<file path="src/rtl/glue_pkg.sv">
package glue_pkg;

    localparam int CODE_W        = 8;
    localparam int SEL_W         = 7;
    localparam int INV_BIT       = 7;
    localparam int CODE_LOW      = 0;
    localparam int CODE_HIGH     = 1;
    localparam int CODE_PULSE    = 2;
    localparam int CODE_SIG_BASE = 3;

    typedef enum logic [1:0] {
        SL_FOLLOW = 2'd0,
        SL_PULSE  = 2'd1,
        SL_REST   = 2'd2
    } slot_state_t;

    typedef enum logic {
        CNT_EMPTY = 1'b0,
        CNT_ARMED = 1'b1
    } cnt_state_t;

endpackage

</file>
<file path="src/rtl/glue_sync.sv">
module glue_sync #(
    parameter int W = 4
) (
    input  logic         clk,
    input  logic         rst_n,
    input  logic [W-1:0] d,
    output logic [W-1:0] q
);

    logic [W-1:0] meta_q;

    always_ff @(posedge clk or negedge rst_n) begin
        if (!rst_n) begin
            meta_q <= '0;
            q      <= '0;
        end else begin
            meta_q <= d;
            q      <= meta_q;
        end
    end

endmodule

</file>
<file path="src/rtl/glue_slot.sv">
module glue_slot
    import glue_pkg::*;
#(
    parameter int NSIG = 10
) (
    input  logic              clk,
    input  logic              rst_n,
    input  logic              wr,
    input  logic [CODE_W-1:0] wr_code,
    input  logic [NSIG-1:0]   sig,
    output logic              val
);

    slot_state_t      st_q, st_nx;
    logic [SEL_W-1:0] sel_q, sel_nx;
    logic             inv_q;
    logic             routed_q;
    logic             pick;
    logic             base;

    // selector that will be in force after this edge
    assign sel_nx = wr ? wr_code[SEL_W-1:0] : sel_q;

    always_comb begin
        pick = 1'b0;
        for (int i = 0; i < NSIG; i++) begin
            if (int'(sel_nx) == CODE_SIG_BASE + i) pick = sig[i];
        end
    end

    // next-state logic
    always_comb begin
        st_nx = st_q;
        if (wr) begin
            st_nx = (int'(wr_code[SEL_W-1:0]) == CODE_PULSE) ? SL_PULSE : SL_FOLLOW;
        end else begin
            unique case (st_q)
                SL_FOLLOW: st_nx = SL_FOLLOW;
                SL_PULSE:  st_nx = SL_REST;
                SL_REST:   st_nx = SL_REST;
                default:   st_nx = SL_FOLLOW;
            endcase
        end
    end

    // state register
    always_ff @(posedge clk or negedge rst_n) begin
        if (!rst_n) st_q <= SL_FOLLOW;
        else        st_q <= st_nx;
    end

    // selector and routed-sample registers
    always_ff @(posedge clk or negedge rst_n) begin
        if (!rst_n) begin
            sel_q    <= '0;
            inv_q    <= 1'b0;
            routed_q <= 1'b0;
        end else begin
            sel_q    <= sel_nx;
            routed_q <= pick;
            if (wr) inv_q <= wr_code[INV_BIT];
        end
    end

    // output logic
    always_comb begin
        unique case (st_q)
            SL_PULSE: base = 1'b1;
            SL_REST:  base = 1'b0;
            default: begin
                if (int'(sel_q) == CODE_LOW)       base = 1'b0;
                else if (int'(sel_q) == CODE_HIGH) base = 1'b1;
                else                               base = routed_q;
            end
        endcase
        val = base ^ inv_q;
    end

endmodule

</file>
<file path="src/rtl/glue_pool.sv">
module glue_pool
    import glue_pkg::*;
#(
    parameter int N_AND      = 2,
    parameter int N_OR       = 2,
    parameter int CNT_W      = 8,
    parameter int CNT_PRESET = 3
) (
    input  logic              clk,
    input  logic              rst_n,
    input  logic [2*N_AND-1:0] and_in,
    input  logic [2*N_OR-1:0]  or_in,
    input  logic              ff_d,
    input  logic              ff_clk,
    input  logic              cnt_load,
    input  logic              cnt_step,
    output logic [N_AND-1:0]  and_y,
    output logic [N_OR-1:0]   or_y,
    output logic              ff_q,
    output logic              cnt_zero
);

    localparam logic [CNT_W-1:0] PRESET_V = CNT_W'(CNT_PRESET);
    localparam logic [CNT_W-1:0] ONE_V    = CNT_W'(1);

    for (genvar g = 0; g < N_AND; g++) begin : g_and
        assign and_y[g] = and_in[2*g] & and_in[2*g+1];
    end

    for (genvar g = 0; g < N_OR; g++) begin : g_or
        assign or_y[g] = or_in[2*g] | or_in[2*g+1];
    end

    // edge-triggered D flip-flop driven by a routed clock slot
    logic ff_clk_prev;

    always_ff @(posedge clk or negedge rst_n) begin
        if (!rst_n) begin
            ff_clk_prev <= 1'b0;
            ff_q        <= 1'b0;
        end else begin
            ff_clk_prev <= ff_clk;
            if (ff_clk && !ff_clk_prev) ff_q <= ff_d;
        end
    end

    // loadable down counter
    cnt_state_t       cs_q, cs_nx;
    logic [CNT_W-1:0] cnt_q, cnt_nx;
    logic             step_prev;
    logic             step_rise;

    assign step_rise = cnt_step && !step_prev;

    always_comb begin
        cs_nx  = cs_q;
        cnt_nx = cnt_q;
        if (cnt_load) begin
            cnt_nx = PRESET_V;
            cs_nx  = (PRESET_V == '0) ? CNT_EMPTY : CNT_ARMED;
        end else if (step_rise) begin
            unique case (cs_q)
                CNT_ARMED: begin
                    cnt_nx = cnt_q - ONE_V;
                    if (cnt_q == ONE_V) cs_nx = CNT_EMPTY;
                end
                CNT_EMPTY: cnt_nx = cnt_q;
                default:   cs_nx  = CNT_EMPTY;
            endcase
        end
    end

    always_ff @(posedge clk or negedge rst_n) begin
        if (!rst_n) begin
            cs_q      <= CNT_EMPTY;
            cnt_q     <= '0;
            step_prev <= 1'b0;
        end else begin
            cs_q      <= cs_nx;
            cnt_q     <= cnt_nx;
            step_prev <= cnt_step;
        end
    end

    always_comb begin
        cnt_zero = (cs_q == CNT_EMPTY);
    end

endmodule

</file>
<file path="src/rtl/glue_route_fabric.sv">
module glue_route_fabric
    import glue_pkg::*;
#(
    parameter int N_FIN      = 4,
    parameter int N_FOUT     = 4,
    parameter int N_AND      = 2,
    parameter int N_OR       = 2,
    parameter int CNT_W      = 8,
    parameter int CNT_PRESET = 3,
    localparam int AND_BASE  = 0,
    localparam int OR_BASE   = AND_BASE + 2*N_AND,
    localparam int FF_D      = OR_BASE + 2*N_OR,
    localparam int FF_CK     = FF_D + 1,
    localparam int CNT_LD    = FF_CK + 1,
    localparam int CNT_ST    = CNT_LD + 1,
    localparam int FOUT_BASE = CNT_ST + 1,
    localparam int N_SLOT    = FOUT_BASE + N_FOUT,
    localparam int ADDR_W    = $clog2(N_SLOT)
) (
    input  logic              clk,
    input  logic              rst_n,
    input  logic              wr_en,
    input  logic [ADDR_W-1:0] wr_addr,
    input  logic [CODE_W-1:0] wr_data,
    input  logic [N_FIN-1:0]  field_in,
    output logic [N_FOUT-1:0] field_out
);

    localparam int N_SIG = N_FIN + N_AND + N_OR + 2;

    logic [N_FIN-1:0]  fin_s;
    logic [N_AND-1:0]  and_y;
    logic [N_OR-1:0]   or_y;
    logic              ff_q;
    logic              cnt_zero;
    logic [N_SIG-1:0]  sig;
    logic [N_SLOT-1:0] slot_val;

    glue_sync #(.W(N_FIN)) u_sync (
        .clk   (clk),
        .rst_n (rst_n),
        .d     (field_in),
        .q     (fin_s)
    );

    assign sig = {cnt_zero, ff_q, or_y, and_y, fin_s};

    for (genvar s = 0; s < N_SLOT; s++) begin : g_slot
        logic hit;
        assign hit = wr_en && (wr_addr == ADDR_W'(s));
        glue_slot #(.NSIG(N_SIG)) u_slot (
            .clk     (clk),
            .rst_n   (rst_n),
            .wr      (hit),
            .wr_code (wr_data),
            .sig     (sig),
            .val     (slot_val[s])
        );
    end

    glue_pool #(
        .N_AND      (N_AND),
        .N_OR       (N_OR),
        .CNT_W      (CNT_W),
        .CNT_PRESET (CNT_PRESET)
    ) u_pool (
        .clk      (clk),
        .rst_n    (rst_n),
        .and_in   (slot_val[AND_BASE +: 2*N_AND]),
        .or_in    (slot_val[OR_BASE +: 2*N_OR]),
        .ff_d     (slot_val[FF_D]),
        .ff_clk   (slot_val[FF_CK]),
        .cnt_load (slot_val[CNT_LD]),
        .cnt_step (slot_val[CNT_ST]),
        .and_y    (and_y),
        .or_y     (or_y),
        .ff_q     (ff_q),
        .cnt_zero (cnt_zero)
    );

    assign field_out = slot_val[FOUT_BASE +: N_FOUT];

endmodule

</file>
<file path="config.mk">
export PLATFORM = sky130hd
export DESIGN_NAME = glue_route_fabric
export DESIGN_NICKNAME = d
export VERILOG_FILES = /design/src/rtl/glue_pkg.sv /design/src/rtl/glue_sync.sv /design/src/rtl/glue_slot.sv /design/src/rtl/glue_pool.sv /design/src/rtl/glue_route_fabric.sv
export SDC_FILE = /design/constraint.sdc
export NUM_CORES = 1
export LEC_CHECK = 0
export BUFFER_PORTS_ARGS = -buffer_cell sky130_fd_sc_hd__buf_2
export CORE_AREA = 2 2 139 141
export CTS_BUF_LIST = sky130_fd_sc_hd__clkbuf_4
export CTS_CLUSTER_SIZE = 14
export DETAILED_ROUTE_END_ITERATION = 12
export DIE_AREA = 0 0 141 143
export PLACE_DENSITY = 0.76
export REMOVE_ABC_BUFFERS = 1
export SLEW_MARGIN = 20
export SYNTH_ARGS = -nofsm -noshare
export SYNTH_HDL_FRONTEND = slang
export SYNTH_HIERARCHICAL = 1
export SYNTH_SLANG_ARGS = --single-unit
</file>
<file path="constraint.sdc">
create_clock -name clk -period 8 [get_ports clk]
set_input_delay 0.8 -clock clk [delete_from_list [all_inputs] [get_ports clk]]
set_output_delay 0.8 -clock clk [all_outputs]
set_load 0.01 [all_outputs]
</file>
## After elaboration in Yosys (flattened, before gate mapping)

Cells that the tools add are included.

| storage, ports and cells | value |
|---|---|
| bits in registers | 196 |
| input port bits | 19 |

| cells by class | value |
|---|---|
| add/subtract/negate cells | 1 |
| equality and inequality tests | 226 |
| multiplexer cells | 264 |
| bitwise operators | 21 |
| reductions and logical operators | 55 |

Operators by type and width:

| operator | number |
|---|---|
| 7-bit by 5-bit == test with 1-bit output, second input constant | 80 |
| 7-bit by 4-bit == test with 1-bit output, second input constant | 64 |
| 1-bit two-way mux | 197 |
| 7-bit by 3-bit == test with 1-bit output, second input constant | 17 |
| 7-bit by 2-bit == test with 1-bit output, second input constant | 16 |
| 7-bit logical NOT | 16 |
| 7-bit two-way mux | 16 |
| 2-bit two-way mux | 32 |
| 2-bit by 1-bit == test with 1-bit output, second input constant | 16 |
| 2-bit == test, second input constant | 16 |
| 4-bit == test, second input constant | 8 |
| 1-bit case mux with 2 select lines | 16 |
| 2-bit OR reduction | 16 |
| 8-bit two-way mux | 3 |
| 1-bit logical AND | 18 |
| 4-bit by 3-bit == test with 1-bit output, second input constant | 4 |
| 1-bit XOR | 16 |
| 4-bit by 2-bit == test with 1-bit output, second input constant | 2 |
| 8-bit by 1-bit == test with 1-bit output, second input constant | 1 |
| 8-bit by 1-bit subtractor with 8-bit output, second input constant | 1 |
| 4-bit by 1-bit == test with 1-bit output, second input constant | 1 |
| 4-bit logical NOT | 1 |
| 1-bit AND | 2 |
| 1-bit logical NOT | 2 |
| 5 further kinds | 6 |

## Depth between registers and ports, before layout

| depth | value |
|---|---|
| depth in word-level cells | 14 |
| gate-level depth with buffers | 10 |
| depth with buffers taken out | 10 |

## Hierarchy

Netlist, hierarchy kept.

By module, submodules not included:

| module | times used | cells each | area each (µm²) |
|---|---|---|---|
| glue_slot | 16 | 58 | 629.4 |
| glue_pool | 1 | 55 | 601.8 |
| glue_sync | 1 | 8 | 200.2 |
| glue_route_fabric | 1 | 27 | 147.6 |

## Least setup slack after synthesis

Ideal clock, no wire load.

| timing path | value |
|---|---|
| kind | input to register |
| start | input port wr_addr[3] |
| end | register g_slot[0].u_slot.routed_q |
| data arrival time | 2.494 ns |
| path slack | 5.384 ns |
| stages on the path | 7 |
| path buffers | 1 |
| cells stage by stage | or3b_4 -> nor3_2 -> buf_6 -> mux2_4 -> mux2_4 -> o211a_1 -> o221a_1 |

| on the way | value |
|---|---|
| cells in the longest elaborated chain, start to end | 14 |

Ends and longest elaborated chain:

| what | line | text |
|---|---|---|
| from (decl) | glue_route_fabric.sv:23 | `input logic [ADDR_W-1:0] wr_addr,` |
| 4-bit logical NOT (*) | glue_route_fabric.sv:50 | `assign hit = wr_en && (wr_addr == ADDR_W'(s));` |
| 1-bit logical AND (*) | glue_route_fabric.sv:50 |  |
| named net g_slot[0].hit | glue_route_fabric.sv:49 | `logic hit;` |
| 7-bit two-way mux (*) | glue_slot.sv:22 | `assign sel_nx = wr ? wr_code[SEL_W-1:0] : sel_q;` |
| named net g_slot[0].u_slot.sel_nx[1] | glue_slot.sv:15 | `logic [SEL_W-1:0] sel_q, sel_nx;` |
| 7-bit by 3-bit == test with 1-bit output | glue_slot.sv:27 | `if (int'(sel_nx) == CODE_SIG_BASE + i) pick = sig[i];` |
| 1-bit two-way mux (9 in a row) | glue_slot.sv:27 |  |
| 1-bit two-way mux (*) | glue_slot.sv:27 |  |
| named net g_slot[0].u_slot.pick | glue_slot.sv:18 | `logic pick;` |
| to (signal assigned) | glue_slot.sv:60 | `routed_q <= pick;` |
| to (decl) | glue_slot.sv:17 | `logic routed_q;` |

Mark *: on every way through the listed nets, which the timed path passes. The rest lies on a longest branch.
A chain may end at the register's enable or synchronous reset.

## Final worst setup path

| timing path | value |
|---|---|
| start | register g_slot[13].u_slot.sel_q[1] |
| end | output port field_out[1] |

| on the way | value |
|---|---|
| cells in the longest elaborated chain, start to end | 5 |

Ends and longest elaborated chain:

| what | line | text |
|---|---|---|
| from (decl) | glue_slot.sv:15 |  |
| from (signal assigned) | glue_slot.sv:59 | `sel_q <= sel_nx;` |
| 7-bit by 2-bit == test with 1-bit output | glue_slot.sv:72 | `else if (int'(sel_q) == CODE_HIGH) base = 1'b1;` |
| 1-bit two-way mux | glue_slot.sv:72 |  |
| 1-bit two-way mux (*) | glue_slot.sv:71 | `if (int'(sel_q) == CODE_LOW) base = 1'b0;` |
| 1-bit case mux with 2 select lines (*) | glue_slot.sv:67 | `unique case (st_q)` |
| 1-bit XOR (*) | glue_slot.sv:76 | `val = base ^ inv_q;` |
| to (decl) | glue_route_fabric.sv:26 | `output logic [N_FOUT-1:0] field_out` |

Every way passes the cells marked *; elsewhere a longest branch is shown, timed or not.

==> metrics.md <==
| Metric | Value |
|---|---|
| Total negative slack | 0 ns |
| GPL Wtd Cong | between 0.8 and 0.9 |
| Via count | 8147 |
| Distinct cells, synth | 46 |
| Peak VDD IR | 0.1378 mV |
| Final ANT Viol Nets | 0 |
| Ratio of cells with drive above 1 in the final layout | 0.2159 |
| Chip height | about 140 um |
| CTS root buf | clkbuf_4 |
| Hold Vio Cnt, Final | 0 |
| Fmax achieved | 327.7 MHz |
| Core Footprint | 0.01858 mm2 |
| Die Area | 0.02016 mm2 |
| Capture point of the critical path | field_out[1] |
| R2r startpoint | g_slot[1].u_slot/sel_q[1] |
| Initial antenna violation count | 1 |
| Cell Count, Final, Fillers Out | 1277 |
| Critical Path Start | g_slot[13].u_slot/sel_q[1] |
| CTS tree | yes |
| Sequential fraction of the synthesis area | 0.4451 |
| R2R depth | 8 |
| Slew HR | 0.2543 |
| Vias in the first global route | 7986 |
| RR Endpoint | g_slot[0].u_slot/routed_q |
| Post-cts resize count | 0 |
| Post-CTS Setup Bufs | 0 |
| Critical Path Sink Type | output pin |
| DRT iter0 DRCs | 646 |
| Core Rows | 50 |
| Pleak | 5.175 nW |
| DRC violations left | 0 |
| Routed wire length | about 26000 um |
| Port buffer count | 22 |
| Critical Path AT | between 2 and 2.5 ns |
| Share of the synthesized area in the top cell type | 0.4451 |
| CP Launch Type | flip-flop |
| Unrepaired setup endpoints after global routing | no |
| All-Layer GR Usage | 0.2667 |
| Worst Hold Margin | 0.2082 ns |
| Post-Syn Area | between 0.01 and 0.015 mm2 |
| Synth warn | 6 |
| TritonCTS Buffers | 17 |
| Slew Viols, Final | 0 |
| Run status | completed |
| Post-synth top flop | dfrtp_1 |
| Post-detail-place hpwl | 14910 um |
| Mapped Cells | 1018 |
| Ys async rst share | 1.000 |
| Cts hold-fix bufs | 0 |
| Minimum clock period | 3.052 ns |
| Top cells by area, synth | dfrtp_1 45%, mux2_2 12%, mux2_4 4.4% |
| Mean area per synthesized cell | 10.82 um2 |
| Nets | 1066 |
| Synth area leader | dfrtp_1 |
| Post-DR wirelength/cell | 20.31 um |
| Endpoints failing setup | 0 |
| Ports | 23 |
| CP max FO | 4 |
| H-tree depth | 4 |
| Hold Crit Class | primary input to async pin |
| CTS clk-pin slew, worst paths | 0.15 ns |
| Total clock sinks | slightly below 200 |
| Initial Utilization | 0.5931 |
| CTS Buffer Depth | 2 |
| FF+latch count, synth | just under 200 |
| MaxCap Viol Count | 0 |
| Final Cycle Share | 0.3815 |
| Pin count of the biggest net entering global routing | 76 |
| First-pass GRT wire length | 42150 um |
| PwrDens | around 250 mW/mm2 |
| Worst-skew pair later-pin latency | 0.60 ns |
| Worst endpoint required time | 7.20 ns |
| Least-Margin Pin Slew | 1.113 ns |
| Die W | 141 um |
| First drt pass iteration count | 8 |
| Gr ovfl total | 0 |
| Skew final | 0.01991 ns |
| DR vias/cell | 6.380 |
| Dpl cells | 1244 |
| R2r setup slk | roughly 5.0 ns |
| P&R area growth vs syn | 4.655% |
| Crit path kind | flip-flop to output pin |
| EDFF count, synth | 0 |
[stage by stage]
stage / setup slack (ns) / utilization / area [um2] / power, mW
final: 4.948 / 0.6207 / 11530 / 2.855
after global routing: 4.794 / 0.6207 / 11530 / 3.026
after CTS: 4.931 / 0.6190 / 11500 / 2.861
after detailed placement: 4.500 / 0.6032 / 11210 / 2.305
after global placement: 4.580 / 0.6032 / 11210 / 2.276
after floorplan: 4.813 / - / 10720 / 2.013
[worst max-delay path, cell delays in order, from the launching register on]
cell and delay, ns:
dfrtp_1 0.44, nor4_1 0.40, a21oi_1 0.12, or3b_1 0.37
xor2_1 0.19, buf_2 0.16
[cell usage after synthesis, drive strengths merged, types with 2 or more instances]
library cell / instances
dfrtp: 196
mux2: 146
nor2: 80
inv: 67
buf: 37
a21oi: 36
nor3: 36
nor2b: 34
nand2: 33
nor4: 33
a311oi: 32
mux2i: 32
o21ai: 32
or4: 20
nand2b: 19
ha: 18
o21bai: 17
or3b: 17
xor2: 17
a31oi: 16
nand4: 16
nor3b: 16
o211a: 16
o221a: 16
o22ai: 16
o31ai: 4
nand3b: 3
or2: 3
and2: 2
[cell usage in the layout, fill, tap and decap left out, types with 17 or more instances in the layout]
cell      count
a311oi_1     32
mux2i_1      32
xor2_1       17
nor2_1       71
nand2b_1     19
o21bai_1     17
ha_1         18
or4_1        18
nor3_1       32
dfrtp_1     196
inv_1        67
nand2_1      33
nor4_1       33
o21ai_0      32
a21oi_1      36
nor2b_1      34
mux2_2      113
buf_2        21
mux2_4       32
clkbuf_4     18
[layer usage]
metal / part of all wire / routed length [um] / GRT usage / vias to the layer above
met1: 0.46 / 11880 / 0.3728 / 4074
met4: 0.011 / 298 / 0.06421 / 0
li1: - / - / - / 3788
met5: 0 / 0 / 0 / -
met2: 0.47 / 12210 / 0.4406 / 254
met3: 0.060 / 1551 / 0.04292 / 31
[report_power, final]
part / internal, mW / switching (mW)
Clock: 0.219 / 0.340
Sequential: 1.19 / 0.168
Combinational: 0.421 / 0.519
Total: 1.83 / 1.03
[registers in the layout (all words and copies together), names as in the netlist]
signal / count
g_slot.u_slot/sel_q: 112
g_slot.u_slot/st_q: 32
g_slot.u_slot/inv_q: 16
g_slot.u_slot/routed_q: 16
u_pool/cnt_q: 8
u_sync/meta_q: 4
u_sync/q: 4
u_pool/cs_q: 1
u_pool/ff_clk_prev: 1
u_pool/ff_q: 1
u_pool/step_prev: 1
[final cells by class]
type,instances,area (um2)
clock inverter,14,158.9
multi-input combinational,717,5608
inverter,67,251.5
timing repair buffer,30,178.9
antenna,1,2.502
fill,1554,7048
tap,234,292.8
sequential,196,4905
clock buffer,18,135.1
[worst min-delay path by stage]
stage / depth (start not counted) / slack (ns) / to
global route: 1 / 0.21 / u_pool/cnt_q[4]
CTS: 1 / 0.20 / g_slot[12].u_slot/sel_q[4]
global placement: 0 / 0.33 / u_sync/q[2]
detailed placement: 0 / 0.33 / u_sync/q[3]
finish: 1 / 0.21 / u_pool/cnt_q[4]
floorplan: 0 / 0.33 / u_sync/q[0]
[cells by family after synthesis]
logic type / count (synthesis) / synth area share
mux: 178 / 0.1892
simple gates: 317 / 0.1606
fa+ha+maj: 18 / 0.02044
compound gates: 186 / 0.1205
flops: 196 / 0.4451
xor+xnor: 18 / 0.01431
buf+inv: 105 / 0.04996
Note: power is estimated with default switching activity, not from simulation.
